<file path="config.mk">
export PLATFORM = sky130hd
export DESIGN_NAME = onoff_pwm
export DESIGN_NICKNAME = d
export VERILOG_FILES = /design/src/rtl/onoff_pwm_pkg.sv /design/src/rtl/onoff_pwm_ctrl.sv /design/src/rtl/onoff_pwm_dp.sv /design/src/rtl/onoff_pwm.sv
export SDC_FILE = /design/constraint.sdc
export NUM_CORES = 1
export LEC_CHECK = 0
export CORE_MARGIN = 2
export CORE_UTILIZATION = 53
export DETAILED_ROUTE_END_ITERATION = 16
export GPL_ROUTABILITY_DRIVEN = 0
export PLACE_DENSITY = 0.77
export REMOVE_ABC_BUFFERS = 1
export SYNTH_ARGS = -nofsm -noshare
export SYNTH_HDL_FRONTEND = slang
export SYNTH_SLANG_ARGS = --single-unit
</file>
<file path="constraint.sdc">
create_clock -name clk -period 4.3 [get_ports clk]
set_clock_uncertainty 0.15 [all_clocks]
set_input_delay 0.645 -clock clk [delete_from_list [all_inputs] [get_ports clk]]
set_output_delay 0.645 -clock clk [all_outputs]
set_load 0.05 [all_outputs]
</file>
<file path="src/rtl/onoff_pwm_pkg.sv">
`timescale 1ns/1ps
package onoff_pwm_pkg;
  localparam int CNT_W  = 32;
  localparam int DATA_W = 32;

  // control bit positions
  localparam int B_EN   = 0;
  localparam int B_MODE = 2;
  localparam int B_UPD  = 5;
  localparam int B_TRIG = 9;
  localparam int B_INV  = 10;
  localparam int B_OE   = 14;

  localparam logic [DATA_W-1:0] CTRL_MASK =
    (DATA_W'(1) << B_EN)  | (DATA_W'(1) << B_MODE) | (DATA_W'(1) << B_UPD) |
    (DATA_W'(1) << B_TRIG) | (DATA_W'(1) << B_INV) | (DATA_W'(1) << B_OE);

  // strobes and shadow data from control to datapath
  typedef struct packed {
    logic             run;
    logic             invert;
    logic             commit;
    logic [CNT_W-1:0] shOn;
    logic [CNT_W-1:0] shOff;
  } pwm_strb_t;
endpackage

</file>
<file path="src/rtl/onoff_pwm_ctrl.sv">
`timescale 1ns/1ps
module onoff_pwm_ctrl
  import onoff_pwm_pkg::*;
#(
  parameter int ADDR_W = 8,
  parameter int CTRL_OFS = 'h00,
  parameter int OFF_OFS  = 'h18,
  parameter int ON_OFS   = 'h1C
) (
  input  logic              clk,
  input  logic              rstN,
  input  logic [ADDR_W-1:0] regAddr,
  input  logic              regWr,
  input  logic [DATA_W-1:0] regWdata,
  output logic [DATA_W-1:0] regRdata,
  output pwm_strb_t         strb
);
  localparam logic [ADDR_W-1:0] A_CTRL = ADDR_W'(CTRL_OFS);
  localparam logic [ADDR_W-1:0] A_OFF  = ADDR_W'(OFF_OFS);
  localparam logic [ADDR_W-1:0] A_ON   = ADDR_W'(ON_OFS);

  logic [DATA_W-1:0] ctrlReg;
  logic [CNT_W-1:0]  shOn, shOff;
  logic wrCtrl, wrOn, wrOff;

  assign wrCtrl = regWr && (regAddr == A_CTRL);
  assign wrOn   = regWr && (regAddr == A_ON);
  assign wrOff  = regWr && (regAddr == A_OFF);

  always_ff @(posedge clk) begin
    if (!rstN) begin
      ctrlReg <= '0;
      shOn    <= '0;
      shOff   <= '0;
    end else begin
      if (wrCtrl) ctrlReg <= regWdata & CTRL_MASK;
      if (wrOn)   shOn    <= regWdata[CNT_W-1:0];
      if (wrOff)  shOff   <= regWdata[CNT_W-1:0];
    end
  end

  always_comb begin
    unique case (regAddr)
      A_CTRL:  regRdata = ctrlReg;
      A_ON:    regRdata = DATA_W'(shOn);
      A_OFF:   regRdata = DATA_W'(shOff);
      default: regRdata = '0;
    endcase
  end

  always_comb begin
    strb.run    = ctrlReg[B_EN] & ctrlReg[B_OE];
    strb.invert = ctrlReg[B_INV];
    strb.commit = wrCtrl & regWdata[B_UPD];
    strb.shOn   = shOn;
    strb.shOff  = shOff;
  end

  // control contents only move on a control write
  p_ctrl_hold_r1: assert property (@(posedge clk) disable iff (!rstN)
    !wrCtrl |=> $stable(ctrlReg));
  // shadow counts only move on their own writes
  p_shadow_hold_r3: assert property (@(posedge clk) disable iff (!rstN)
    !(wrOn || wrOff) |=> ($stable(shOn) && $stable(shOff)));
endmodule

</file>
<file path="src/rtl/onoff_pwm_dp.sv">
`timescale 1ns/1ps
module onoff_pwm_dp
  import onoff_pwm_pkg::*;
(
  input  logic      clk,
  input  logic      rstN,
  input  pwm_strb_t strb,
  output logic      pwmOut
);
  logic [CNT_W-1:0] actOn, actOff, cnt, curLen;
  logic phaseOn, pendReg, pendNow, endPhase, level;

  assign curLen   = phaseOn ? actOn : actOff;
  assign endPhase = (curLen == '0) || (cnt == curLen - CNT_W'(1));
  assign pendNow  = pendReg | strb.commit;

  always_ff @(posedge clk) begin
    if (!rstN) begin
      actOn   <= '0;
      actOff  <= '0;
      cnt     <= '0;
      phaseOn <= 1'b1;
      pendReg <= 1'b0;
    end else if (!strb.run) begin
      cnt     <= '0;
      phaseOn <= 1'b1;
      pendReg <= 1'b0;
      if (pendNow) begin
        actOn  <= strb.shOn;
        actOff <= strb.shOff;
      end
    end else if (endPhase) begin
      cnt     <= '0;
      phaseOn <= !phaseOn;
      pendReg <= 1'b0;
      if (pendNow) begin
        actOn  <= strb.shOn;
        actOff <= strb.shOff;
      end
    end else begin
      cnt     <= cnt + CNT_W'(1);
      pendReg <= pendNow;
    end
  end

  // zero-length phases collapse to a constant level
  assign level  = phaseOn ? (actOn != '0) : ((actOff == '0) && (actOn != '0));
  assign pwmOut = strb.invert ^ (strb.run & level);

  // counter never exceeds the current phase length
  p_cnt_bound_r2: assert property (@(posedge clk) disable iff (!rstN)
    (strb.run && curLen != '0) |-> (cnt < curLen));
  // idle holds the counter at the start of the high phase
  p_idle_clear_r7: assert property (@(posedge clk) disable iff (!rstN)
    !strb.run |=> (cnt == '0 && phaseOn));
  // a pending commit survives until a phase boundary
  p_pend_wait_r4: assert property (@(posedge clk) disable iff (!rstN)
    (strb.run && pendNow && !endPhase) |=> pendReg);
  // idle commit copies the shadows at once
  p_idle_load_r5: assert property (@(posedge clk) disable iff (!rstN)
    (!strb.run && pendNow) |=> (actOn == $past(strb.shOn) && actOff == $past(strb.shOff)));
  // without a commit the active counts do not move
  p_act_hold_r3: assert property (@(posedge clk) disable iff (!rstN)
    !pendNow |=> ($stable(actOn) && $stable(actOff)));
  // zero high count keeps the output inactive
  p_zero_on_r6: assert property (@(posedge clk) disable iff (!rstN)
    (strb.run && actOn == '0) |-> (pwmOut == strb.invert));
endmodule

</file>
<file path="src/rtl/onoff_pwm.sv">
`timescale 1ns/1ps
module onoff_pwm
  import onoff_pwm_pkg::*;
#(
  parameter int ADDR_W = 8
) (
  input  logic              clk,
  input  logic              rstN,
  input  logic [ADDR_W-1:0] regAddr,
  input  logic              regWr,
  input  logic [31:0]       regWdata,
  output logic [31:0]       regRdata,
  output logic              pwmOut
);
  pwm_strb_t strb;

  onoff_pwm_ctrl #(.ADDR_W(ADDR_W)) u_ctrl (
    .clk(clk), .rstN(rstN), .regAddr(regAddr), .regWr(regWr),
    .regWdata(regWdata), .regRdata(regRdata), .strb(strb)
  );

  onoff_pwm_dp u_dp (
    .clk(clk), .rstN(rstN), .strb(strb), .pwmOut(pwmOut)
  );
endmodule

</file>
# --- After elaboration in Yosys (flattened, before gate mapping) ---
# Cells that the tools add are included.
word_totals:
  regBits: 168
  in_bits: 43
  output_inout_bits: 33
  word_cells: 42
classes:
  n_addsub: 2
  n_eq_ne: 4
  n_mux: 9
  bitwise: 7
  n_reduce_logical: 12
ops:
  columns: ["operator", "count"]
  rows:
  - ["32-bit 2-to-1 mux", 7]
  - ["32-bit one-hot mux with 3 select lines", 1]
  - ["32-bit logical NOT", 2]
  - ["32-bit by 1-bit adder with 32-bit output, second input constant", 1]
  - ["32-bit == test", 1]
  - ["32-bit nonzero test", 1]
  - ["32-bit by 1-bit subtractor with 32-bit output, second input constant", 1]
  - ["8-bit by 5-bit == test with 1-bit output, second input constant", 2]
  - ["8-bit logical NOT", 1]
  - ["1-bit logical AND", 4]
  - ["1-bit AND", 3]
  - ["3-bit OR reduction", 1]
  - ["2-bit inequality test, second input constant", 1]
  - ["1-bit NOT", 2]
  - ["2-bit AND reduction", 1]
  - ["1-bit logical NOT", 1]
  - ["1-bit logical OR", 1]
  - ["1-bit 2-to-1 mux", 1]
  - ["1-bit bitwise OR", 1]
  - ["1-bit bitwise XOR", 1]

# --- Logic depth before layout (Yosys ltp) ---
# Gate-level depths: netlist of the first run.
depth:
  ltp_word: 7
  ltp_mapped: 17

# --- Modules after synthesis ---
# Synthesis of the first run repeated with hierarchy kept, for this count alone.
hier_totals:
  cells_unflattened: 1022
  hier_area_um2: 9095.0
modules_own_cells:
  columns: ["module", "instances", "cells_each", "area_each_um2"]
  rows:
  - ["onoff_pwm_dp", 1, 702, 6042.0]
  - ["onoff_pwm_ctrl", 1, 320, 3052.9]

# --- Worst setup path after synthesis of the first run ---
# Ideal clock, no wire load.
synth_timing:
  path_type: "reg-to-reg"
  from: "register u_dp.phaseOn"
  to: "register u_dp.actOn[0]"
  setup_time_ps: 117
  arrival_ps: 3786
  required_ps: 4033
  slack_ps: 247
  stages_incl_launch_ff: 16
  n_path_buf: 6
  period_less_slack_ps: 4053
  path_cell_list: "dfxtp_1 > buf_4 > buf_2 > buf_6 > buf_2 > buf_2 > mux2i_1 > ha_1 > nand2_1 > a2111oi_4 > nand4b_1 > a221o_1 > o41a_1 > a21oi_2 > buf_4 > o2bb2ai_1"
synth_via:
  elab_chain_len: 5
synth_rtl:
  columns: ["element", "line_no", "text"]
  rows:
  - ["start: declaration", "onoff_pwm_dp.sv:11", "logic phaseOn, pendReg, pendNow, endPhase, level;"]
  - ["start signal: assignment", "onoff_pwm_dp.sv:34", "phaseOn <= !phaseOn;"]
  - ["32-bit 2-to-1 mux (*)", "onoff_pwm_dp.sv:13", "assign curLen = phaseOn ? actOn : actOff;"]
  - ["32-bit by 1-bit subtractor with 32-bit output", "onoff_pwm_dp.sv:14", "assign endPhase = (curLen == '0) || (cnt == curLen - CNT_W'(1));"]
  - ["32-bit == test", "onoff_pwm_dp.sv:14", null]
  - ["1-bit logical OR (*)", "onoff_pwm_dp.sv:14", null]
  - ["2-bit inequality test (no source line) (*)", null, null]
  - ["end signal: assignment", "onoff_pwm_dp.sv:29", "actOn <= strb.shOn;"]
  - ["end signal: assignment", "onoff_pwm_dp.sv:37", "actOn <= strb.shOn;"]
  - ["end: declaration", "onoff_pwm_dp.sv:10", "logic [CNT_W-1:0] actOn, actOff, cnt, curLen;"]
# Mark *: on every way between the ends. The rest lies on a longest branch, timed or not.
# A chain may end at the register's enable or synchronous reset.

# --- Final worst setup path of the first run ---
layout_timing:
  from: "register u_dp.actOn[5]"
  to: "output pwmOut"
layout_via:
  elab_chain_len: 5
layout_rtl:
  columns: ["element", "line_no", "text"]
  rows:
  - ["32-bit nonzero test (*)", "onoff_pwm_dp.sv:47", "assign level = phaseOn ? (actOn != '0) : ((actOff == '0) && (actOn != '0));"]
  - ["1-bit logical AND", "onoff_pwm_dp.sv:47", null]
  - ["1-bit 2-to-1 mux (*)", "onoff_pwm_dp.sv:47", null]
  - ["1-bit AND (*)", "onoff_pwm_dp.sv:48", "assign pwmOut = strb.invert ^ (strb.run & level);"]
  - ["1-bit bitwise XOR (*)", "onoff_pwm_dp.sv:48", null]
  - ["end: declaration", "onoff_pwm.sv:13", "output logic pwmOut"]
# Marked as above.

==> impl_metrics.ini, run 1 <==
[pwr]
vdd_drop_max_mv = 0.2838
cellInternalPower_w = 0.002430
powerDensity_nw_per_um2 = 300.9
p_sw_w = 0.0007175
combinationalPowerShare_pct = 2.9
clockPowerShare_pct = 47.7
leakagePower_nw = 3.763
netSwitchingFraction_pct = 22.79
seqPwrFrac_pct = 49.4

[critical_path]
critical_path_class = register to primary output
cp.required_ps = 3500
cp_max_fo = 5
start_kind = register
reg2reg_depth = 11
cp_data_arrival_time_ps = 3220
cp-end-kind = primary output

[sta]
final_max_slew_viol_count = 0
worst_slew_pin_slew_ps = 707.2
tns_ps = 0
setup_viol = 0
setup_ws_ps = 289.5
hold_violations = 0
post-route-min-period_ps = 4011
slew_headroom_pct = 52.85
fin_hold_ws_ps = 319.7
period_share_pct = 93.27
rsz0062_at_grt = no
clock.fmax_mhz = 249.3

[logic_synthesis]
synth_seq_area_share_pct = 38.44
ys_ff_latch = 168
avgSynthCellArea_um2 = 8.595
ys.flop_type = dfxtp_1
synth_top_cells_by_area = dfxtp_1, nand2_1, mux2i_1
synth-edff-count = 0
yosysTopAreaCell = dfxtp_1
synth.yosys.warnings = 0
synth_top_area_share_pct = 38.44
yosysMostFrequentCell = nand2_1
synth_cell_types = 60
async_flop_share_pct = 0
synthCells = 1018
ys_top_cells_by_count = nand2_1, dfxtp_1, nor2_1
syn_area_um2 = 8750

[route]
wl_met1_um = 9828
drc_errors = 0
routed_wl_um = 20550
firstDrtPassIters = 5
wl_met3_um = 900
vias = 7300
ant_nets = 0
avgViaCountPerCell = 5.663
maxUsedRoutingLayer = met4
drt_iter0_drc = 610
met2_length_um = 9560
wire_per_inst_um = 15.94

[clock_tree]
cts_tree = done
cts_buffers = 17
cts_hold_buf = 0
cts_buffer_depth = 2
cts-root-buf = clkbuf_16
cts_resized = 0
post-cts-setup-buffers = 0
clock-sinks = 168
cts_htree_levels = 4
clk_latency_ps = 440
cts.clk_slew.worst_paths_ps = 70

[floorplan]
die_x_um = 132.5
die_y_um = 132.5
core_um2 = 16000
dieArea_um2 = 17550
num_rows = 46
start_util_pct = 54.68
ios = 76

[global_routing]
antenna_found_initial = 0
grt_overflow_total = 0
groute.usage.overall_pct = 23.76
grt_pass1_vias = 6838
grt_pass1_wl_um = 34320
grt_max_degree = 79

[placement]
place_hpwl_um = 14220
placedCellCount = 1257
port_buffers = 75
post-place-ws_ps = 410.1

[layout]
area_growth_syn_to_layout_pct = 19.56
post-route-util_pct = 65.38
diodes = 0
drive_gt1_share_pct = 10.81
fillers = 1349
finalNetCount = 1105
layout.cells.non_filler = 1289

[run_status]
status = complete, no violations

[min_path]
hp-class = register to register
hold_depth = 2

[run]
cap_violations = 0
==> cell type report <==
cell class,instances,area [µm²],area share [%]
tap,216,270.3,2.583
clock inverter,14,136.4,1.304
inverter,4,15.01,0.1435
timing repair buffer,89,1194,11.41
sequential,168,3367,32.19
clock buffer,18,439.2,4.198
multi-input combinational,780,5040,48.18
==> worst paths after layout <==
kind | from | endpoint | slack [ps]
max | u_dp.actOn[5]$_SDFFE_PN0P_ | pwmOut | 290
min | u_ctrl.ctrlReg[5]$_SDFFE_PN0P_ | u_ctrl.ctrlReg[5]$_SDFFE_PN0P_ | 320
max reg2reg | u_dp.phaseOn$_SDFFE_PN1P_ | u_dp.actOff[1]$_SDFFE_PN0P_ | 320
min reg2reg | u_ctrl.ctrlReg[5]$_SDFFE_PN0P_ | u_ctrl.ctrlReg[5]$_SDFFE_PN0P_ | 320
==> per-stage QoR <==
step / area, µm² / power (W)
4_1_cts: 10460 / 0.003168
5_1_grt: 10460 / 0.003230
6_report: 10460 / 0.003148
3_3_place_gp: 9886 / 0.001683
2_1_floorplan: 8402 / 0.001609
3_5_place_dp: 9886 / 0.001683
==> cell usage in the layout, fill, tap and decap left out, drive strengths merged, types with 3 or more instances in the layout <==
cell           synthesis  final
o32ai                  3      3
a21boi                70     70
and2                   3      3
nand2                223    223
clkinvlp               0      3
xor2                  33     33
inv                    4     11
or4                    5      5
and4                   4      4
clkbuf                42     18
xnor2                 48     48
nor2b                  4      4
buf                   24     48
nand4b                 4      4
dfxtp                168    168
nor4                  14     14
o21ai                  9      9
nand4                 13     13
clkinv                 0      3
o2bb2ai               64     64
and3                  11     11
nand2b                 5      5
nor2                  91     91
o211ai                 3      3
nor3b                  6      6
nor3                  24     24
mux2i                 67     67
clkdlybuf4s50          0     41
o22ai                  5      5
a211oi                 3      3
nand3                 22     22
a21oi                 17     17
==> state kept, by name (all words and copies together) (netlist names) <==
| name | count |
|---|---|
| u_ctrl.shOn | 32 |
| u_ctrl.ctrlReg | 6 |
| u_dp.pendReg | 1 |
| u_dp.actOff | 32 |
| u_dp.cnt | 32 |
| u_ctrl.shOff | 32 |
| u_dp.phaseOn | 1 |
| u_dp.actOn | 32 |
==> per-layer routing <==
| metal | vias up | track usage (%) |
|---|---|---|
| met3 | 22 | 4.559 |
| met2 | 145 | 36.56 |
| met5 | - | 0 |
| met4 | 0 | 6.989 |
| li1 | 3650 | - |
| met1 | 3483 | 33.94 |
==> power groups by stage <==
stage          combinational [W]  sequential (W)  clock (W)
2_1_floorplan          0.0000167         0.00159          0
3_3_place_gp           0.0000912         0.00159          0
3_5_place_dp           0.0000914         0.00159          0
4_1_cts                0.0000917         0.00156    0.00152
5_1_grt                0.0000988         0.00156    0.00158
6_report               0.0000914         0.00156    0.00150
==> cell families after synthesis <==
kind of cell               share of synthesized area (%)
and+or+nand+nor                                    22.51
AOI/OAI and AO/OA                                  18.59
DFF                                                38.44
xor gates and xnor gates                           8.108
buffers and inverters                              4.147
muxes                                              7.922
adders and majority gates                         0.2860
==> worst max-delay path, cell delays in order (launching register included) <==
cell and delay [ps]:
dfxtp_1 370, nor4_2 460, nor2b_1 190, nand4_1 120, or4_1 440, o211ai_1 170
xnor2_1 190, clkdlybuf4s50_1 840
(Power assumes the default switching activity.)
==> run 2, diff against run 1 <==
--- a/config.mk
+++ b/config.mk
@@ -10,7 +10,6 @@
 export DETAILED_ROUTE_END_ITERATION = 16
 export GPL_ROUTABILITY_DRIVEN = 0
 export PLACE_DENSITY = 0.77
-export REMOVE_ABC_BUFFERS = 1
 export SYNTH_ARGS = -nofsm -noshare
 export SYNTH_HDL_FRONTEND = slang
 export SYNTH_SLANG_ARGS = --single-unit
==> run 2 against run 1 <==
  * Combinational power increased by 0.5%
  * Worst hold slack better by 0.56 ps
  * Critical endpoint is now u_dp.actOff[13]$_SDFFE_PN0P_
  * Highest routed layer unchanged
  * Sequential power is essentially flat
==> impl_metrics.ini, run 2 (synthesized netlist as in run 1, its figures left out) <==
[floorplan]
dieArea_um2 = 17550
die_y_um = 132.5
num_rows = 46
start_util_pct = 54.68
die_x_um = 132.5
ios = 76
core_um2 = 16000

[clock_tree]
cts_buffers = 17
cts-root-buf = clkbuf_16
clock-sinks = 168
cts_htree_levels = 4
cts_hold_buf = 0
cts.clk_slew.worst_paths_ps = 80
post-cts-setup-buffers = 0
clk_latency_ps = 440
cts_resized = 0
cts_buffer_depth = 2
cts_tree = done

[route]
wl_met3_um = 1477
met2_length_um = 10130
maxUsedRoutingLayer = met4
routed_wl_um = 22440
drt_iter0_drc = 600
vias = 7514
wire_per_inst_um = 17.39
avgViaCountPerCell = 5.825
drc_errors = 0
ant_nets = 0
firstDrtPassIters = 5
wl_met1_um = 10500

[sta]
period_share_pct = 93.35
post-route-min-period_ps = 4014
clock.fmax_mhz = 249.1
tns_ps = 0
hold_violations = 0
final_max_slew_viol_count = 0
rsz0062_at_grt = no
setup_viol = 0
worst_slew_pin_slew_ps = 777.5
slew_headroom_pct = 48.16

[layout]
diodes = 0
final_cell_mix = nand2_1, dfxtp_1, nor2_1
finalNetCount = 1106
fillers = 1365
final_common_cell = nand2_1
area_growth_syn_to_layout_pct = 19.62
multi_input_area_um2 = 5040
finish.instance_area_um2 = 10470
drive_gt1_share_pct = 10.89
register_area_um2 = 3367

[pwr]
vdd_drop_max_mv = 0.2869
leakagePower_nw = 3.771
powerDensity_nw_per_um2 = 298.9

[global_routing]
grt_max_degree = 77
groute.usage.overall_pct = 25.56
grt_pass1_vias = 7128
grt_overflow_total = 0
antenna_found_initial = 0
grt_pass1_wl_um = 36430

[critical_path]
r2r_slack_ps = 290
critical_path_class = register to register
timing.rr.start = u_dp.phaseOn$_SDFFE_PN1P_
cp.required_ps = 4520
cp-end-kind = register
r2r-end = u_dp.actOff[13]$_SDFFE_PN0P_
cp_data_arrival_time_ps = 4230
cp_max_fo = 51
reg2reg_depth = 10
start_kind = register

[placement]
dpl-instance-area_um2 = 9893
place_hpwl_um = 15800
port_buffers = 75

[run_status]
status = complete, no violations

[min_path]
min_from = u_ctrl.ctrlReg[9]$_SDFFE_PN0P_
hold_depth = 2
hp-class = register to register
hold_end = u_ctrl.ctrlReg[9]$_SDFFE_PN0P_

[logic_synthesis]
synth_nets = 1063

[run]
cap_violations = 0
run 2: cell types whose count changed in the layout (fill, tap and decap cells not counted):
cell / change
clkinvlp_4: -1
bufinv_16: -1
inv_6: -1
clkbuf_8: -1
clkinv_4: -1
clkinv_8: +2
buf_4: +1
inv_8: +3
run 2: layout make-up:
cell class | count | share of cell area [%]
repair buffers | 90 | 11.48
flip-flops and latches | 168 | 32.17
clock inverters | 15 | 1.411
clock buffers | 17 | 4.065
multi-input cells | 780 | 48.15
inverters | 4 | 0.1435
well taps | 216 | 2.582
run 2: worst max path at each step:
stage	from	cells after the start	to
2_1_floorplan	u_dp.phaseOn$_SDFFE_PN1P_	15	u_dp.actOn[0]$_SDFFE_PN0P_
3_3_place_gp	u_dp.phaseOn$_SDFFE_PN1P_	10	u_dp.actOff[16]$_SDFFE_PN0P_
3_5_place_dp	u_dp.phaseOn$_SDFFE_PN1P_	10	u_dp.actOff[15]$_SDFFE_PN0P_
4_1_cts	u_dp.phaseOn$_SDFFE_PN1P_	10	u_dp.actOff[12]$_SDFFE_PN0P_
5_1_grt	u_dp.phaseOn$_SDFFE_PN1P_	10	u_dp.actOff[16]$_SDFFE_PN0P_
6_report	u_dp.phaseOn$_SDFFE_PN1P_	10	u_dp.actOff[13]$_SDFFE_PN0P_
run 2: routing by layer:
metal | global-route usage [%] | up-vias
met3 | 5.441 | 31
met5 | 0 | -
met2 | 38.80 | 258
met1 | 36.50 | 3581
li1 | - | 3644
met4 | 7.766 | 0
run 2: report_power, final:
group / internal, W / switching (W) / total (W)
clock network: 0.000770 / 0.000711 / 0.00148
registers: 0.00155 / 0.000000721 / 0.00156
logic: 0.0000494 / 0.0000425 / 0.0000919
total: 0.00237 / 0.000754 / 0.00313
run 2: critical path, stage by stage (launching register included):
cell and delay (ps):
dfxtp_4 650, nor3b_1 320, o22ai_1 250, nor4_4 500, a21oi_2 110, o41ai_1 430, o2111ai_1 210, o41a_1 590
a21oi_4 250, buf_12 290, o2bb2ai_1 160
run 2: through the flow:
| stage | total power [W] | cells | util [%] | hold slack [ps] | setup WS [ps] |
|---|---|---|---|---|---|
| detailed placement | 0.001683 | 1258 | 61.83 | 311.5 | 325.4 |
| finish | 0.003129 | 1290 | 65.41 | 320.3 | 285.9 |
| floorplan | 0.001631 | 1018 | - | 289.5 | 247.4 |
| global placement | 0.001683 | 1258 | 61.83 | 304.1 | 434.4 |
| global route | 0.003217 | 1290 | 65.41 | 343.2 | 72.70 |
| CTS | 0.003140 | 1290 | 65.41 | 321.8 | 326.7 |
==> run 3, diff against run 2 <==
--- a/config.mk
+++ b/config.mk
@@ -5,11 +5,13 @@
 export SDC_FILE = /design/constraint.sdc
 export NUM_CORES = 1
 export LEC_CHECK = 0
+export CELL_PAD_IN_SITES_DETAIL_PLACEMENT = 1
+export CELL_PAD_IN_SITES_GLOBAL_PLACEMENT = 1
 export CORE_MARGIN = 2
-export CORE_UTILIZATION = 53
+export CORE_UTILIZATION = 40
 export DETAILED_ROUTE_END_ITERATION = 16
 export GPL_ROUTABILITY_DRIVEN = 0
-export PLACE_DENSITY = 0.77
+export PLACE_DENSITY_LB_ADDON = 0.1
 export SYNTH_ARGS = -nofsm -noshare
 export SYNTH_HDL_FRONTEND = slang
 export SYNTH_SLANG_ARGS = --single-unit
==> run 3 against run 2 <==
  * Register-to-register slack gained 30 ps
  * Wire length grew 15%
  * Final cell count grew 5.0%
  * Worst hold slack lost 1.3 ps
  * Non-clock buffer count is the same
  * Die area grew 31%
  * Worst setup slack gained 34 ps
  * Global-route usage shrank 2.8 points
  * Flip-flop and latch count is the same
  * Clock-buffer cell count is the same
  * Fmax grew 0.85%
  * Sequential power is essentially flat
==> impl_metrics.ini, run 3 (synthesized netlist as in run 1, its figures left out) <==
[run_status]
status = complete, no violations

[clock_tree]
cts_htree_levels = 4
cts_tree = done
cts.clk_slew.worst_paths_ps = 80
clock-sinks = 168
post-cts-setup-buffers = 0
cts_buffer_depth = 2
cts-root-buf = clkbuf_16
cts_buffers = 17
clk_latency_ps = 450
cts_hold_buf = 0
cts_resized = 0

[sta]
rsz0062_at_grt = no
tns_ps = 0
period_share_pct = 92.56
final_max_slew_viol_count = 0
setup_viol = 0
slew_headroom_pct = 46.18
hold_violations = 0
worst_slew_pin_slew_ps = 807.3
post-route-min-period_ps = 3980
clock.fmax_mhz = 251.2

[global_routing]
grt_max_degree = 73
grt_overflow_total = 0
groute.usage.overall_pct = 22.80
grt_pass1_vias = 7623
antenna_found_initial = 0
grt_pass1_wl_um = 42280

[pwr]
powerDensity_nw_per_um2 = 300.0
vdd_drop_max_mv = 0.2158
leakagePower_nw = 3.802

[floorplan]
die_y_um = 151.9
die_x_um = 151.9
dieArea_um2 = 23070
ios = 76
core_um2 = 21620
num_rows = 54
start_util_pct = 40.47

[critical_path]
critical_path_class = register to primary output
cp-end-kind = primary output
start_kind = register
cp_data_arrival_time_ps = 3190
cp.required_ps = 3500
cp_max_fo = 5

[layout]
diodes = 0
final_cell_mix = nand2_1, dfxtp_1, nor2_1
final_common_cell = nand2_1
area_growth_syn_to_layout_pct = 21.45
drive_gt1_share_pct = 10.89
finalNetCount = 1106
post-route-util_pct = 49.15

[route]
wire_per_inst_um = 19.11
routed_wl_um = 25880
avgViaCountPerCell = 5.470
firstDrtPassIters = 5
ant_nets = 0
drt_iter0_drc = 434
vias = 7407
drc_errors = 0

[run]
cap_violations = 0

[min_path]
hp-class = register to register

[logic_synthesis]
synth_nets = 1063

[placement]
place_hpwl_um = 18890
port_buffers = 75
[run 3: changes by cell type in the layout (fill, tap and decap cells not counted), sizes merged]
cell      before  now
clkinvlp       2    1
inv           13   10
clkinv         4    8
[run 3: cell type report]
class	instances	area, µm²
flip-flops and latches	168	3367
clock buffers	17	425.4
repair buffers	90	1251
fillers	2528	10990
clock inverters	15	177.7
inverters	4	15.01
well taps	280	350.3
multi-input cells	780	5040
[run 3: report_power, final]
part           leakage (nW)  internal, W  switching, W   total, W
Clock                 0.290     0.000784      0.000753    0.00154
Sequential             1.35      0.00155   0.000000822    0.00156
Combinational          2.16    0.0000497     0.0000451  0.0000948
[run 3: worst paths after layout]
kind / from / to / slack (ps) / cells past startpoint
worst min-delay path: u_ctrl.ctrlReg[9]$_SDFFE_PN0P_ / u_ctrl.ctrlReg[9]$_SDFFE_PN0P_ / 320 / 2
worst max register to register: u_dp.phaseOn$_SDFFE_PN1P_ / u_dp.actOff[20]$_SDFFE_PN0P_ / 320 / 11
worst max-delay path: u_dp.actOn[26]$_SDFFE_PN0P_ / pwmOut / 320 / 5
worst min register to register: u_ctrl.ctrlReg[9]$_SDFFE_PN0P_ / u_ctrl.ctrlReg[9]$_SDFFE_PN0P_ / 320 / 2
[run 3: per-layer routing]
| metal | part of all wire, % | GRT usage, % |
|---|---|---|
| met5 | 0 | 0 |
| met4 | 1.2 | 5.741 |
| met3 | 3.8 | 3.851 |
| met2 | 43 | 34.17 |
| met1 | 52 | 33.97 |
[run 3: critical path: stages, from the launching register on]
cell and delay (ps):
dfxtp_1 370, or4_1 600, or4_1 540, o211ai_1 230
xnor2_1 180, clkdlybuf4s50_1 820
[run 3: per-stage QoR]
stage / total power, W / setup WS, ps / hold WS (ps) / std cells / cell area [µm²]
global placement: 0.001687 / 455.4 / 307.6 / 1322 / 10020
CTS: 0.003229 / 316.1 / 322.3 / 1354 / 10630
detailed placement: 0.001687 / 352.3 / 311.0 / 1322 / 10020
global route: 0.003303 / 35.85 / 345.6 / 1354 / 10630
floorplan: 0.001631 / 247.4 / 289.5 / 1018 / 8750
finish: 0.003187 / 319.8 / 319.0 / 1354 / 10630
